==> src/rtl/hrp_pkg.sv <==
package hrp_pkg;
    typedef enum logic [1:0] {
        S_IDLE,
        S_WRITE,
        S_READ,
        S_RD_WAIT
    } hrp_state_e;
endpackage

==> src/rtl/hrp_sync.sv <==
module hrp_sync #(
    parameter int WIDTH   = 4,
    parameter int STAGES  = 2,
    parameter logic [WIDTH-1:0] RST_VAL = '0
) (
    input  logic             clk,
    input  logic             rst_n,
    input  logic [WIDTH-1:0] d,
    output logic [WIDTH-1:0] q
);
    logic [STAGES-1:0][WIDTH-1:0] stg;

    always_ff @(posedge clk or negedge rst_n) begin
        if (!rst_n) begin
            stg <= {STAGES{RST_VAL}};
        end else begin
            stg <= {stg[STAGES-2:0], d};
        end
    end

    assign q = stg[STAGES-1];
endmodule

==> src/rtl/hrp_lane.sv <==
module hrp_lane #(
    parameter int W = 16
) (
    input  logic         swap,
    input  logic [W-1:0] d,
    output logic [W-1:0] q
);
    for (genvar i = 0; i < W; i++) begin : g_bit
        assign q[i] = swap ? d[W-1-i] : d[i];
    end
endmodule

==> src/rtl/hrp_ctrl.sv <==
module hrp_ctrl
    import hrp_pkg::*;
#(
    parameter int         AW      = 19,
    parameter logic [7:0] MEM_LO  = 8'h48,
    parameter logic [7:0] MEM_HI  = 8'h49,
    parameter logic [7:0] TBL_IDX = 8'h52,
    parameter logic [7:0] PTR_B0  = 8'h4A,
    parameter logic [7:0] PTR_B1  = 8'h4B,
    parameter logic [7:0] PTR_B2  = 8'h4C
) (
    input  logic          clk,
    input  logic          rst_n,
    input  logic          cs_s,
    input  logic          dc_s,
    input  logic          wr_s,
    input  logic          rd_s,
    input  logic [15:0]   wdat,
    input  logic          wide,
    input  logic [7:0]    reg_rdata,
    input  logic [15:0]   mem_rdata,
    output logic [7:0]    reg_addr,
    output logic [7:0]    reg_wdata,
    output logic          reg_we,
    output logic          reg_re,
    output logic [AW-1:0] mem_addr,
    output logic [15:0]   mem_wdata,
    output logic          mem_we,
    output logic          mem_re,
    output logic [15:0]   rdat
);
    localparam int HI_W = AW - 16;

    hrp_state_e state, nxt;
    logic          wr_p, rd_p;
    logic          wr_rise, rd_fall;
    logic          cmd_q;
    logic [15:0]   dat_q;
    logic [7:0]    idx;
    logic [AW-1:0] ptr;
    logic          is_mem;
    logic [AW-1:0] step;

    assign wr_rise = wr_s & ~wr_p & ~cs_s;
    assign rd_fall = ~rd_s & rd_p & ~cs_s;
    assign is_mem  = (idx == MEM_LO) || (idx == MEM_HI);
    assign step    = wide ? AW'(2) : AW'(1);

    always_ff @(posedge clk or negedge rst_n) begin
        if (!rst_n) state <= S_IDLE;
        else        state <= nxt;
    end

    always_comb begin
        nxt = state;
        unique case (state)
            S_IDLE: begin
                if (wr_rise)      nxt = S_WRITE;
                else if (rd_fall) nxt = S_READ;
            end
            S_WRITE:   nxt = S_IDLE;
            S_READ:    nxt = S_RD_WAIT;
            S_RD_WAIT: if (rd_s || cs_s) nxt = S_IDLE;
            default:   nxt = S_IDLE;
        endcase
    end

    always_ff @(posedge clk or negedge rst_n) begin
        if (!rst_n) begin
            wr_p  <= 1'b1;
            rd_p  <= 1'b1;
            cmd_q <= 1'b0;
            dat_q <= '0;
            idx   <= '0;
            ptr   <= '0;
            rdat  <= '0;
        end else begin
            wr_p <= wr_s;
            rd_p <= rd_s;
            if (state == S_IDLE && wr_rise) begin
                cmd_q <= ~dc_s;
                dat_q <= wdat;
            end
            if (state == S_WRITE) begin
                if (cmd_q) begin
                    idx <= dat_q[7:0];
                end else if (is_mem) begin
                    ptr <= ptr + step;
                end else begin
                    if (idx != TBL_IDX) idx <= idx + 8'd1;
                    if (idx == PTR_B0) ptr[7:0]     <= {dat_q[7:1], 1'b0};
                    if (idx == PTR_B1) ptr[15:8]    <= dat_q[7:0];
                    if (idx == PTR_B2) ptr[AW-1:16] <= dat_q[HI_W-1:0];
                end
            end
            if (state == S_READ) begin
                if (is_mem) begin
                    ptr  <= ptr + step;
                    rdat <= wide ? mem_rdata : {8'h00, mem_rdata[7:0]};
                end else begin
                    rdat <= {8'h00, reg_rdata};
                    if (idx != TBL_IDX) idx <= idx + 8'd1;
                end
            end
        end
    end

    always_comb begin
        reg_addr  = idx;
        reg_wdata = dat_q[7:0];
        reg_we    = (state == S_WRITE) && !cmd_q && !is_mem;
        reg_re    = (state == S_READ) && !is_mem;
        mem_we    = (state == S_WRITE) && !cmd_q && is_mem;
        mem_re    = (state == S_READ) && is_mem;
        mem_wdata = wide ? dat_q : {8'h00, dat_q[7:0]};
        mem_addr  = wide ? {ptr[AW-1:1], 1'b0} : ptr;
    end
endmodule

==> src/rtl/hrp_host_port.sv <==
module hrp_host_port #(
    parameter int AW     = 19,
    parameter int STAGES = 2
) (
    input  logic          clk,
    input  logic          rst_n,
    input  logic          cs_n,
    input  logic          dc_n,
    input  logic          wr_n,
    input  logic          rd_n,
    input  logic [15:0]   data_in,
    output logic [15:0]   data_out,
    output logic          data_oe,
    input  logic          wide_bus,
    input  logic          lane_swap,
    output logic [7:0]    reg_addr,
    output logic [7:0]    reg_wdata,
    output logic          reg_we,
    output logic          reg_re,
    input  logic [7:0]    reg_rdata,
    output logic [AW-1:0] mem_addr,
    output logic [15:0]   mem_wdata,
    output logic          mem_we,
    output logic          mem_re,
    input  logic [15:0]   mem_rdata
);
    logic [3:0]  strb_s;
    logic [15:0] din_s, din_int, rdat;

    hrp_sync #(.WIDTH(4), .STAGES(STAGES), .RST_VAL(4'hF)) u_sync_strb (
        .clk(clk), .rst_n(rst_n),
        .d({cs_n, dc_n, wr_n, rd_n}), .q(strb_s)
    );

    hrp_sync #(.WIDTH(16), .STAGES(STAGES), .RST_VAL(16'h0000)) u_sync_data (
        .clk(clk), .rst_n(rst_n), .d(data_in), .q(din_s)
    );

    hrp_lane #(.W(16)) u_lane_in  (.swap(lane_swap), .d(din_s), .q(din_int));
    hrp_lane #(.W(16)) u_lane_out (.swap(lane_swap), .d(rdat),  .q(data_out));

    hrp_ctrl #(.AW(AW)) u_ctrl (
        .clk(clk), .rst_n(rst_n),
        .cs_s(strb_s[3]), .dc_s(strb_s[2]), .wr_s(strb_s[1]), .rd_s(strb_s[0]),
        .wdat(din_int), .wide(wide_bus),
        .reg_rdata(reg_rdata), .mem_rdata(mem_rdata),
        .reg_addr(reg_addr), .reg_wdata(reg_wdata), .reg_we(reg_we), .reg_re(reg_re),
        .mem_addr(mem_addr), .mem_wdata(mem_wdata), .mem_we(mem_we), .mem_re(mem_re),
        .rdat(rdat)
    );

    assign data_oe = ~cs_n & ~rd_n;
endmodule

==> config.mk <==
export PLATFORM = sky130hd
export DESIGN_NAME = hrp_host_port
export DESIGN_NICKNAME = d
export VERILOG_FILES = /design/src/rtl/hrp_pkg.sv /design/src/rtl/hrp_sync.sv /design/src/rtl/hrp_lane.sv /design/src/rtl/hrp_ctrl.sv /design/src/rtl/hrp_host_port.sv
export SDC_FILE = /design/constraint.sdc
export NUM_CORES = 1
export LEC_CHECK = 0
export BUFFER_PORTS_ARGS = -buffer_cell sky130_fd_sc_hd__buf_2
export CORE_ASPECT_RATIO = 0.6
export CORE_MARGIN = 4
export CORE_UTILIZATION = 45
export DETAILED_ROUTE_END_ITERATION = 6
export PLACE_DENSITY = 0.78
export SLEW_MARGIN = 10
export SYNTH_ARGS = -nofsm -noshare
export SYNTH_HDL_FRONTEND = slang
export SYNTH_HIERARCHICAL = 1
export SYNTH_SLANG_ARGS = --single-unit
export TNS_END_PERCENT = 100
==> constraint.sdc <==
create_clock -name clk -period 2.6 [get_ports clk]
set_input_delay 0.52 -clock clk [delete_from_list [all_inputs] [get_ports clk]]
set_output_delay 0.52 -clock clk [all_outputs]
set_load 0.05 [all_outputs]
==> results.ini <==
[status]
outcome = completed

[synthesis]
yosysTopAreaCellShare_pct = 42.9
ys.warnings.count = 6
synthesis.area_sq_um = 5480
syn_nets = 582
synth_edf_count = 0
async_reset_ff_share_pct = 100
yosysUniqueCellTypes = 59
syn_avg_cell_area_sq_um = 10.4
yosysSeqAreaShare_pct = 47.7
synth_area_leaders = dfrtp_1, buf_4, mux2_4
ys_dominant_reg_cell = dfrtp_1
synth_cells = 527
ys_seq_elements = 104
yosys.area.top_type = dfrtp_1

[clocking]
cts_buffer_depth = 2
clk_latency_ns = 0.34
numCtsBuffers = 9
tritoncts = built
htree_levels = 3
clk_pin_slew_ns = 0.07
root_buffer = clkbuf_16
clock-sinks = 104
cts_hold_buf = 0

[floorplanning]
pin_count = 120
initial_utilization_pct = 47.2
die_area_sq_um = 14100
core_area_sq_um = 11600
rows = 30
die_x_microns = 150
die_h_microns = 93.5

[drt]
wl_per_cell_microns = 18.1
wl_met2_microns = 6110
dr.pass1.iters = 5
top_layer_used = met4
drc_errors = 0
wl_microns = 13900
ant_nets = 0
wl_met3_microns = 1550
wl_met1_microns = 6050
vias = 4353
routed_via_density = 5.68
drt_iter0_markers = 521

[final_layout]
syn_to_final_growth_pct = 13.8
final_common_cell = buf_2
fin_util_pct = 53.8
nets = 658
layout_common_cells = buf_2, dfrtp_1, nand2_1, nor2_1
multi_input_area_sq_um = 2330
nFillCells = 1018
design_area_sq_um = 6240
num_antenna_cells = 0
ff_latch_area_sq_um = 2620
drive_gt1_share_pct = 37.9

[hold_path]
hp-class = input port to asynchronous set/reset pin

[power]
power.leakage_nw = 2.87
p_per_area_nw_per_um2 = 1260
max-vdd-ir-drop_mv = 0.828

[sta]
rsz0062_at_grt = no
finalWorstSetupSlack_ns = 0.0763
fmax_mhz = 396
finalClockSkew_ns = 0.00607
slew_headroom_pct = 50.0
hold_violations = 0
finalSetupViolCount = 0
tightest_slew_ns = 0.748
hold_slack_ns = 0.0528
finalCriticalPeriod_ns = 2.52
fin_crit_sh_pct = 97.1
final.setup.tns_ns = 0
finalMaxSlewViolations = 0

[setup_path]
worst_setup_path_start_kind = register
crit_required_ns = 2.08
r2r-start = u_ctrl/state[1]
worstSetupPathType = register to output port
cp.arrival_ns = 2.00
end_kind = output port
crit_path_max_fanout = 18
crit_start = u_ctrl/reg_addr[0]

[placement]
dpl_cell_area_sq_um = 5920
gp_congestion = 0.944
dp_hpwl_microns = 10200
pre_cts_ws_ns = 0.278
port-buffer-count = 119

[grt]
overflow = 0
grt_pass1_vias = 4200
grt_max_degree = 60
grt_pass1_wl_microns = 22000
grt_use_total_pct = 19.8
antenna_found_initial = 0

[run]
maxCapViolations = 0

what timing repair did:
item | in CTS | in global routing
pin swaps | 0 | 1
gates resized for setup | 2 | 4
buffers inserted | 0 | 2
setup endpoints to repair | 2 | 3
metrics by stage:
stage | instances | total power [W]
after floorplan | 527 | 0.00570
after global routing | 767 | 0.00825
after CTS | 765 | 0.00782
final | 767 | 0.00786
after global placement | 750 | 0.00642
after detailed placement | 750 | 0.00651
routing by layer:
metal	global-route usage (%)	up-vias
li1	-	1979
met1	28.8	2107
met2	29.6	243
met3	6.00	24
met4	3.50	0
met5	0	-
power breakdown:
part / internal, W / leakage (nW) / switching [W] / total [W]
sequential: 0.00204 / 1.23 / 0.000595 / 0.00264
combinational: 0.00116 / 1.51 / 0.00280 / 0.00396
clock: 0.000657 / 0.130 / 0.000598 / 0.00126
total: 0.00386 / 2.87 / 0.00400 / 0.00786
cell usage after synthesis, types with 3 or more instances:
| cell | n |
|---|---|
| nor3_1 | 8 |
| nor2_1 | 41 |
| buf_6 | 3 |
| o22ai_1 | 4 |
| ha_1 | 6 |
| mux2_2 | 26 |
| nand2_1 | 66 |
| inv_1 | 8 |
| nand3_1 | 11 |
| dfstp_2 | 10 |
| a21oi_1 | 16 |
| clkbuf_1 | 14 |
| and2_1 | 13 |
| a31oi_1 | 14 |
| nand4_1 | 10 |
| nor2b_1 | 4 |
| mux2_4 | 20 |
| o21ai_0 | 26 |
| and3_1 | 7 |
| nand2b_1 | 7 |
| a32oi_1 | 4 |
| o211ai_1 | 4 |
| dfrtp_1 | 94 |
| nor4_1 | 3 |
| buf_4 | 55 |
| a211oi_1 | 7 |
worst max-delay path, stage by stage (launching register included):
cell and delay [ns]:
dfrtp_2 0.42, inv_1 0.12, ha_2 0.24, or2_2 0.33, nand3_1 0.13, buf_12 0.17
nor2_2 0.04, clkbuf_4 0.21
worst paths after layout:
path / cells after the start / slack (ns) / to
min in group clk: 1 / 0.28 / u_sync_strb/stg[2]
min reg2reg: 0 / 0.35 / u_sync_data/q[4]
min: 1 / 0.05 / u_ctrl/ptr[13]
max: 7 / 0.08 / mem_re
max reg2reg: 5 / 0.31 / u_ctrl/reg_addr[4]
max in group asynchronous: 2 / 1.84 / u_sync_strb/stg[3]
cells by family (layout without fill, tap and decap cells):
| kind of cell | count (synthesis) | in the layout | share of synthesized area (%) |
|---|---|---|---|
| muxes | 47 | 47 | 11.0 |
| xor gates and xnor gates | 2 | 2 | 0.320 |
| and+or+nand+nor | 184 | 184 | 16.4 |
| adders and majority gates | 7 | 7 | 1.74 |
| DFF | 104 | 104 | 47.7 |
| buffers and inverters | 83 | 163 | 10.5 |
| AOI/OAI and AO/OA | 100 | 100 | 12.4 |
cell type report:
cell class,instances,share of cell area (%)
sequential,104,42.0
multi-input combinational,340,37.3
timing repair buffer,140,12.6
clock buffer,9,3.61
tap,160,3.21
clock inverter,6,0.842
inverter,8,0.481
registers in the layout (all words and copies together) (netlist names):
signal / count
u_ctrl/ptr: 19
u_ctrl/dat_q: 16
u_ctrl/rdat: 16
u_sync_data/q: 16
u_sync_data/stg: 16
u_ctrl/reg_addr: 8
u_sync_strb/q: 4
u_sync_strb/stg: 4
u_ctrl/state: 2
u_ctrl/cmd_q: 1
u_ctrl/rd_p: 1
u_ctrl/wr_p: 1
Note: power is estimated with default switching activity, not from simulation.
